### src/rtl/cmp_edge_pkg.sv
package cmp_edge_pkg;

    // One bit per edge direction; used for edges, flags, enables and clears.
    typedef struct packed {
        logic rise;
        logic fall;
    } edge_pair_t;

    localparam edge_pair_t EDGE_NONE = '{rise: 1'b0, fall: 1'b0};

    // Request qualifier: a flag counts only when its enable is set.
    function automatic logic pair_request(edge_pair_t flags, edge_pair_t en);
        return (flags.rise & en.rise) | (flags.fall & en.fall);
    endfunction

    // Next flag state: a fresh edge wins over any clear.
    function automatic edge_pair_t pair_next(edge_pair_t cur, edge_pair_t set,
                                             edge_pair_t clr);
        edge_pair_t nxt;
        nxt.rise = set.rise | (cur.rise & ~clr.rise);
        nxt.fall = set.fall | (cur.fall & ~clr.fall);
        return nxt;
    endfunction

endpackage

### src/rtl/cmp_edge_detect.sv
module cmp_edge_detect
    import cmp_edge_pkg::*;
(
    input  logic       clk,
    input  logic       rst,
    input  logic       cout_i,
    output edge_pair_t edges_o
);

    logic prev_q;
    logic armed_q;

    // armed_q keeps the first cycle after reset from reporting an edge.
    always_ff @(posedge clk) begin
        if (rst) begin
            prev_q  <= 1'b0;
            armed_q <= 1'b0;
        end else begin
            prev_q  <= cout_i;
            armed_q <= 1'b1;
        end
    end

    always_comb begin
        edges_o.rise = armed_q &  cout_i & ~prev_q;
        edges_o.fall = armed_q & ~cout_i &  prev_q;
    end

endmodule

### src/rtl/cmp_edge_flags.sv
module cmp_edge_flags
    import cmp_edge_pkg::*;
(
    input  logic       clk,
    input  logic       rst,
    input  edge_pair_t edges_i,
    input  edge_pair_t clr_i,
    input  logic       ack_clr_i,
    output edge_pair_t flags_o
);

    edge_pair_t flags_q;
    edge_pair_t clr_eff;

    always_comb begin
        clr_eff.rise = clr_i.rise | ack_clr_i;
        clr_eff.fall = clr_i.fall | ack_clr_i;
    end

    always_ff @(posedge clk) begin
        if (rst) flags_q <= EDGE_NONE;
        else     flags_q <= pair_next(flags_q, edges_i, clr_eff);
    end

    assign flags_o = flags_q;

    AST_RISE_SETS: assert property (@(posedge clk) disable iff (rst)
        edges_i.rise |=> flags_q.rise);
    AST_FALL_SETS: assert property (@(posedge clk) disable iff (rst)
        edges_i.fall |=> flags_q.fall);
    AST_RISE_STICKY: assert property (@(posedge clk) disable iff (rst)
        (flags_q.rise && !clr_eff.rise) |=> flags_q.rise);
    AST_FALL_STICKY: assert property (@(posedge clk) disable iff (rst)
        (flags_q.fall && !clr_eff.fall) |=> flags_q.fall);
    AST_RISE_CLEARS: assert property (@(posedge clk) disable iff (rst)
        (clr_eff.rise && !edges_i.rise) |=> !flags_q.rise);
    AST_FALL_CLEARS: assert property (@(posedge clk) disable iff (rst)
        (clr_eff.fall && !edges_i.fall) |=> !flags_q.fall);

endmodule

### src/rtl/cmp_req_route.sv
module cmp_req_route
    import cmp_edge_pkg::*;
(
    input  edge_pair_t flags_i,
    input  edge_pair_t en_i,
    input  logic       dma_sel_i,
    output logic       irq_o,
    output logic       dma_req_o
);

    logic req;

    always_comb begin
        req       = pair_request(flags_i, en_i);
        irq_o     = req & ~dma_sel_i;
        dma_req_o = req &  dma_sel_i;
    end

endmodule

### src/rtl/cmp_edge_req.sv
module cmp_edge_req
    import cmp_edge_pkg::*;
(
    input  logic clk,
    input  logic rst,
    input  logic cout_i,
    input  logic rise_en_i,
    input  logic fall_en_i,
    input  logic dma_sel_i,
    input  logic clr_rise_i,
    input  logic clr_fall_i,
    input  logic dma_ack_i,
    output logic rise_flag_o,
    output logic fall_flag_o,
    output logic irq_o,
    output logic dma_req_o
);

    edge_pair_t edges;
    edge_pair_t flags;
    edge_pair_t clr;
    edge_pair_t en;
    logic       ack_clr;

    assign clr     = '{rise: clr_rise_i, fall: clr_fall_i};
    assign en      = '{rise: rise_en_i,  fall: fall_en_i};
    assign ack_clr = dma_ack_i & dma_sel_i;

    cmp_edge_detect i_detect (
        .clk     (clk),
        .rst     (rst),
        .cout_i  (cout_i),
        .edges_o (edges)
    );

    cmp_edge_flags i_flags (
        .clk       (clk),
        .rst       (rst),
        .edges_i   (edges),
        .clr_i     (clr),
        .ack_clr_i (ack_clr),
        .flags_o   (flags)
    );

    cmp_req_route i_route (
        .flags_i   (flags),
        .en_i      (en),
        .dma_sel_i (dma_sel_i),
        .irq_o     (irq_o),
        .dma_req_o (dma_req_o)
    );

    assign rise_flag_o = flags.rise;
    assign fall_flag_o = flags.fall;

    AST_RISE_REQUESTS: assert property (@(posedge clk) disable iff (rst)
        (rise_en_i && rise_flag_o) |-> (irq_o || dma_req_o));
    AST_FALL_REQUESTS: assert property (@(posedge clk) disable iff (rst)
        (fall_en_i && fall_flag_o) |-> (irq_o || dma_req_o));
    AST_DMA_MUTES_IRQ: assert property (@(posedge clk) disable iff (rst)
        dma_sel_i |-> !irq_o);
    AST_CPU_MUTES_DMA: assert property (@(posedge clk) disable iff (rst)
        !dma_sel_i |-> !dma_req_o);
    AST_ACK_CLEARS: assert property (@(posedge clk) disable iff (rst)
        (dma_sel_i && dma_ack_i && $stable(cout_i)) |=> (!rise_flag_o && !fall_flag_o));

endmodule

### config.mk
export PLATFORM = sky130hd
export DESIGN_NAME = cmp_edge_req
export DESIGN_NICKNAME = d
export VERILOG_FILES = /design/src/rtl/cmp_edge_pkg.sv /design/src/rtl/cmp_edge_detect.sv /design/src/rtl/cmp_edge_flags.sv /design/src/rtl/cmp_req_route.sv /design/src/rtl/cmp_edge_req.sv
export SDC_FILE = /design/constraint.sdc
export NUM_CORES = 1
export LEC_CHECK = 0
export BUFFER_PORTS_ARGS = -buffer_cell sky130_fd_sc_hd__buf_2
export CAP_MARGIN = 10
export CORE_AREA = 3 3 40 42
export DETAILED_ROUTE_END_ITERATION = 8
export DIE_AREA = 0 0 43 45
export SLEW_MARGIN = 40
export SYNTH_ARGS = -nofsm -noshare
export SYNTH_HDL_FRONTEND = slang
export SYNTH_SLANG_ARGS = --single-unit
### constraint.sdc
create_clock -name clk -period 0.99 [get_ports clk]
set_input_delay 0.1485 -clock clk [delete_from_list [all_inputs] [get_ports clk]]
set_output_delay 0.1485 -clock clk [all_outputs]
set_load 0.03 [all_outputs]
# Yosys cells after proc, flatten, opt, wreduce, memory -nomap -nowiden
# Index checks and enable logic that the tools add are counted.
[totals]
register_bits = 4
elab_cells = 26
[op_classes]
mux = 1
bitwise = 21
[ops]
columns = ["operator", "count"]
rows = [
  ["$and A1 B1 Y1", 11],
  ["$not A1 Y1", 5],
  ["$or A1 B1 Y1", 5],
  ["$mux W1", 1],
]

# Depth between registers and ports, before layout
# Gate-level depths: netlist of run 1.
[logic_depth]
depth_word = 5
ltp_mapped = 3

# Cells and area by module
# From an unflattened synthesis of run 1, not the netlist that was laid out.
[unflattened]
cells_unflattened = 18
hier_area_um2 = 171.4
[modules_own_cells]
columns = ["module", "instances", "cells_per_inst", "area_each_um2", "seq_area_each_um2"]
rows = [
  ["cmp_edge_flags", 1, 8, 75.1, 40.0],
  ["cmp_edge_detect", 1, 6, 67.6, 40.0],
  ["cmp_req_route", 1, 3, 22.5, 0.0],
  ["cmp_edge_req", 1, 1, 6.3, 0.0],
]

# Worst setup path after synthesis of run 1
# Ideal clock, no wire load.
[synth_path]
kind = "register to output"
start = "register i_flags.flags_q (netlist bit i_flags.flags_o[1])"
end = "output dma_req_o"
arrival_time_ns = 1.126
required_time_ns = 0.841
path_slack_ns = -0.285
stages_incl_launch_ff = 3
path_buffers = 0
path_cell_list = "dfxtp_1 > a22oi_1 > nor2b_1"
[synth_between]
elab_chain_cells = 3
[synth_rtl]
columns = ["item", "line_no", "source"]
rows = [
  ["from (decl)", "cmp_edge_flags.sv:12", "edge_pair_t flags_q;"],
  ["from (signal assigned)", "cmp_edge_flags.sv:22", "else flags_q <= pair_next(flags_q, edges_i, clr_eff);"],
  ["$and A1 B1 Y1", "cmp_edge_pkg.sv:13", "return (flags.rise & en.rise) | (flags.fall & en.fall);"],
  ["$or A1 B1 Y1", "cmp_edge_pkg.sv:13", ""],
  ["$and A1 B1 Y1", "cmp_req_route.sv:16", "dma_req_o = req & dma_sel_i;"],
  ["to (decl)", "cmp_edge_req.sv:16", "output logic dma_req_o"],
]
# No other way between the ends.

# Final worst setup path of run 1
# Same ends and word-level chain as after synthesis.

==> out/qor.txt, run 1 <==
YS warnings -> 0
Violated checks -> setup timing
GRT Util Overall -> 5.75%
Filler cells -> 151
Die X -> 43 µm
Clock skew -> 0.0116 ns
First-pass GRT wire length -> 690 µm
1st-pass router iterations -> 2
Seq pwr share -> 37.1%
Sw frac -> 23.6%
Area Overhead vs Synth -> 96.0%
Final worst slack -> -0.149 ns
Total grt overflow -> 0
WL per Instance -> 8.60 µm
Die height -> 45 µm
Most frequent cells in the layout -> buf_2 (9), clkbuf_4 (3), buf_6 (3)
CTS sink cnt -> 4
Worst-case clock buffer depth -> 2
Fmax -> 0.878 GHz
Largest net degree at the start of global routing -> 5
Initial Util -> 12.1%
Initial antenna violation count -> 0
Post-layout util -> 23.7%
Commonest non-fill, non-tap cell in the layout -> buf_2
VDD IR max -> 0.719 mV
CTS tree -> yes
Yosys cell types -> 11
Mapped cell area -> 155 µm²
GPL Wtd Cong -> 0.582
Syn nets -> 25
Outcome -> finished with violations
Min Clock Period, post-route -> 1.14 ns
Least-Margin Pin Slew -> 0.205 ns
CP required -> 0.84 ns
Clock power frac -> 49.9%
CP Launch Type -> flip-flop
CP max FO -> 2
Slew margin rel. -> 86.3%
Power Density -> 1500 nW/µm²
I/O Pins -> 13
Max Slew Vio Count -> 0
P_leak -> 0.141 nW
Die area -> 1940 µm²
Postcts setup bufs -> 0
Nets -> 43
RSZ-0062 raised after global routing -> yes
Combinational share of power -> 13.0%
Seq/Total Area, Yosys -> 51.6%
H-tree lvl count -> 1
MaxCap Viol Count -> 0
Post-Layout Cell Count -> 48
Total CTS buffers -> 3
Fin crit share -> 115%
Int Power -> 0.000349 W
Port bufs -> 12
Vias in the first global route -> 171
Worst-path clk slew -> 0.05 ns
Critical Path AT -> 0.99 ns
Drt initial violations -> 5
Avg Cell Area, Syn -> 9.70 µm²
#FFs+latches synth -> 4
Final WL -> 413 µm
Core area -> 1280 µm²
Post-route ant nets -> 0
Cell count after synthesis -> 16
Multi-input gate area -> 81.3 µm²
Clock root buffer -> clkbuf_4
Cts hold-fix bufs -> 0
Register Area -> 87.6 µm²
Layout cells sized above 1 -> 66.7%
CP endpoint kind -> output pin
Final setup viols -> 2
Vias per inst -> 3.58
Post-Place Worst Slack -> 0.00928 ns
Hold Path Class -> in -> reg
Hold Vio Cnt, Final -> 0
CP Class -> reg -> out
Residual DRC -> 0
Vias -> 172
Row cnt -> 13
Worst-Skew Late Latency -> 0.24 ns
N_diodes -> 0
Sw power -> 0.000108 W
Placed insts -> 44
HPWL after DPL -> 304 µm
[area by class of cell]
class,count,share of cell area [%]
clock buffers,4,8.64
inverters,1,1.23
multi-input cells,11,26.7
flip-flops and latches,4,28.8
well taps,15,6.17
repair buffers,13,28.4
[logic make-up (layout without fill, tap and decap cells)]
group	after synthesis	count (layout)	synth area share, %
compound gates	3	3	13.7
buf+inv	1	18	2.42
flops	4	4	51.6
simple gates	8	8	32.3
[metal layers]
metal / global-route usage [%] / wire length, µm / vias up / share of wire, %
met3: 7.17 / 88 / 0 / 21
met5: 0 / 0 / - / 0
li1: - / - / 89 / -
met2: 6.89 / 162 / 16 / 39
met4: 3.61 / 0 / 0 / 0
met1: 5.31 / 162 / 67 / 39
[power by group through the flow]
stage / Clock, W / Sequential [W] / Combinational (W)
2_1_floorplan: 0 / 0.000178 / 0.0000186
3_3_place_gp: 0 / 0.000172 / 0.0000517
3_5_place_dp: 0 / 0.000172 / 0.0000523
4_1_cts: 0.000238 / 0.000170 / 0.0000598
5_1_grt: 0.000265 / 0.000171 / 0.0000650
6_report: 0.000228 / 0.000170 / 0.0000594
[critical path, cell delays in order, from the launching register on]
cell and delay, ns:
dfxtp_4 0.34, a22oi_2 0.20, nor2b_2 0.07, buf_6 0.14
[state kept, by name (all words and copies together), names as in the netlist]
register	flops
i_flags.flags_o	2
i_detect.armed_q	1
i_detect.prev_q	1
[worst paths after layout]
check / start / endpoint / slack [ns] / depth (start not counted)
min: rst / i_flags.flags_o[0] / 0.10 / 2
max: i_flags.flags_o[1] / dma_req_o / -0.15 / 3
min reg2reg: i_detect.armed_q / i_flags.flags_o[0] / 0.46 / 2
max reg2reg: i_detect.prev_q / i_flags.flags_o[1] / 0.24 / 2
[per-stage QoR]
stage | power [W] | instance area (µm²) | hold slack, ns | TNS [ns]
after CTS | 0.000468 | 304 | 0.0968 | -0.354
after floorplan | 0.000196 | 168 | 0.205 | 0
final | 0.000457 | 304 | 0.102 | -0.295
after global routing | 0.000500 | 304 | 0.112 | -0.465
after global placement | 0.000223 | 254 | 0.349 | 0
after detailed placement | 0.000224 | 254 | 0.351 | 0
[synth_stat cells (all sizes together)]
library cell	count	area (µm²)
nand2	1	3.75
a31o	1	8.76
a22oi	1	7.51
nor2	2	7.51
and3b	1	8.76
nor2b	2	15.0
dfxtp	4	80.1
a21oi	1	5.00
inv	1	3.75
nand3b	2	15.0
[repair_timing]
action / in CTS / in global routing
pin swaps: 2 / 2
gates resized for setup: 7 / 0
setup endpoints to repair: 3 / 3
(Power assumes the default switching activity.)
==> run 2, diff against run 1 <==
Settings changed: BUFFER_PORTS_ARGS -buffer_cell sky130_fd_sc_hd__buf_2 to -buffer_cell sky130_fd_sc_hd__buf_4.
==> out/qor.txt, run 2 (synthesis results as in run 1) <==
Outcome -> finished with violations (unchanged)
Violated checks -> setup timing (unchanged)
Initial antenna violation count -> 0 (unchanged)
Fin crit share -> 115% (about the same)
Final setup viols -> 2 (unchanged)
Max reg flops -> 2 (unchanged)
Area Overhead vs Synth -> 118% (was 96.0%)
Worst-path clk slew -> 0.04 ns (was 0.05 ns)
Seq pwr share -> 36.4% (was 37.1%)
Setup TNS -> -0.280 ns (was -0.295 ns)
Sw power -> 0.000107 W (was 0.000108 W)
Row cnt -> 13 (unchanged)
Core area -> 1280 µm² (unchanged)
CTS sink cnt -> 4 (unchanged)
Area after DPL -> 277 µm² (was 254 µm²)
GRT Util Overall -> 6.08% (was 5.75%)
Int Power -> 0.000360 W (was 0.000349 W)
Hold Path Class -> in -> reg (unchanged)
Layout cells sized above 1 -> 67.6% (was 66.7%)
Min Clock Period, post-route -> 1.14 ns (about the same)
P_leak -> 0.154 nW (was 0.141 nW)
Final worst slack -> -0.149 ns (about the same)
Cts hold-fix bufs -> 0 (unchanged)
Combinational share of power -> 15.1% (was 13.0%)
Clock skew -> 0.00790 ns (was 0.0116 ns)
Clock power frac -> 48.5% (was 49.9%)
Post-layout util -> 26.3% (was 23.7%)
Vias per inst -> 3.57 (was 3.58)
Final WL -> 420 µm (was 413 µm)
Clock root buffer -> clkbuf_4 (unchanged)
Port bufs -> 12 (unchanged)
Register Area -> 87.6 µm² (unchanged)
Vias -> 175 (was 172)
Final instance area -> 338 µm² (was 304 µm²)
Fmax -> 0.878 GHz (about the same)
Residual DRC -> 0 (unchanged)
Die area -> 1940 µm² (unchanged)
Multi-input gate area -> 81.3 µm² (unchanged)
CP Class -> reg -> out (unchanged)
Slew margin rel. -> 86.3% (about the same)
Most frequent cells in the layout -> buf_4 (10), buf_6 (4), clkbuf_4 (3) (was buf_2 (9), clkbuf_4 (3), buf_6 (3))
CTS tree -> yes (unchanged)
CP endpoint kind -> output pin (unchanged)
Die X -> 43 µm (unchanged)
CP max FO -> 2 (unchanged)
Largest net degree at the start of global routing -> 5 (unchanged)
Least-Margin Pin Slew -> 0.206 ns (was 0.205 ns)
Die height -> 45 µm (unchanged)
WL per Instance -> 8.57 µm (was 8.60 µm)
Initial Util -> 12.1% (unchanged)
Power Density -> 1380 nW/µm² (was 1500 nW/µm²)
Commonest non-fill, non-tap cell in the layout -> buf_4 (was buf_2)
Nets -> 44 (was 43)
H-tree lvl count -> 1 (unchanged)
HPWL after DPL -> 318 µm (was 304 µm)
Vias in the first global route -> 181 (was 171)
Total grt overflow -> 0 (unchanged)
Worst-Skew Late Latency -> 0.24 ns (about the same)
Worst-case clock buffer depth -> 2 (unchanged)
Hold Vio Cnt, Final -> 0 (unchanged)
Post-route ant nets -> 0 (unchanged)
CP Launch Type -> flip-flop (unchanged)
VDD IR max -> 0.568 mV (was 0.719 mV)
Hold_ws -> 0.0820 ns (was 0.102 ns)
CP required -> 0.84 ns (about the same)
First-pass GRT wire length -> 745 µm (was 690 µm)
I/O Pins -> 13 (unchanged)
Total CTS buffers -> 3 (unchanged)
1st-pass router iterations -> 1 (was 2)
Max Slew Vio Count -> 0 (unchanged)
Filler cells -> 146 (was 151)
Critical Path AT -> 0.99 ns (about the same)
MaxCap Viol Count -> 0 (unchanged)
Drt initial violations -> 0 (was 5)
GPL Wtd Cong -> 0.612 (was 0.582)
N_diodes -> 0 (unchanged)
RSZ-0062 raised after global routing -> yes (unchanged)
Sw frac -> 22.8% (was 23.6%)
-- run 2: worst paths after layout --
kind         cells past startpoint                  to  slack (ns)               start
min reg2reg                      2  i_flags.flags_o[0]        0.45    i_detect.armed_q
min                              2  i_flags.flags_o[0]        0.08                 rst
max reg2reg                      2  i_flags.flags_o[1]        0.23     i_detect.prev_q
max                              3           dma_req_o       -0.15  i_flags.flags_o[1]
-- run 2: timing repair --
item                       4_1_cts  5_1_grt
resized for setup                4        1
hold endpoints to repair         0        0
setup endpoints to repair        2        3
pin swaps                        2        2
setup buffers                    1        2
-- run 2: through the flow --
step                      std cells  setup slack [ns]  total power (W)
after floorplan                  16            0.0220         0.000196
after detailed placement         43          -0.00756         0.000233
after global routing             49            -0.187         0.000502
final                            49            -0.149         0.000467
after CTS                        48            -0.180         0.000476
after global placement           43           0.00916         0.000233
-- run 2: final cells by class --
type	instances	share of cell area [%]
multi-input cells	11	24.1
flip-flops and latches	4	25.9
repair buffers	14	35.6
inverters	1	1.11
well taps	15	5.56
clock buffers	4	7.78
-- run 2: critical path: stages (launching register included) --
cell and delay, ns:
dfxtp_4 0.33, a22oi_2 0.20, nor2b_2 0.07, buf_6 0.14
-- run 2: layer usage --
metal  global-route usage [%]  vias up  wire length (µm)
li1                         -       91                 -
met1                     5.54       66               144
met2                     6.89       15               151
met3                     7.17        3               113
met4                     5.42        0                11
met5                        0        -                 0
-- run 2: power groups by stage --
stage | logic, W | registers (W) | clock network, W
6_report | 0.0000705 | 0.000170 | 0.000226
5_1_grt | 0.0000767 | 0.000170 | 0.000255
4_1_cts | 0.0000692 | 0.000170 | 0.000236
3_5_place_dp | 0.0000608 | 0.000173 | 0
3_3_place_gp | 0.0000609 | 0.000172 | 0
2_1_floorplan | 0.0000186 | 0.000178 | 0
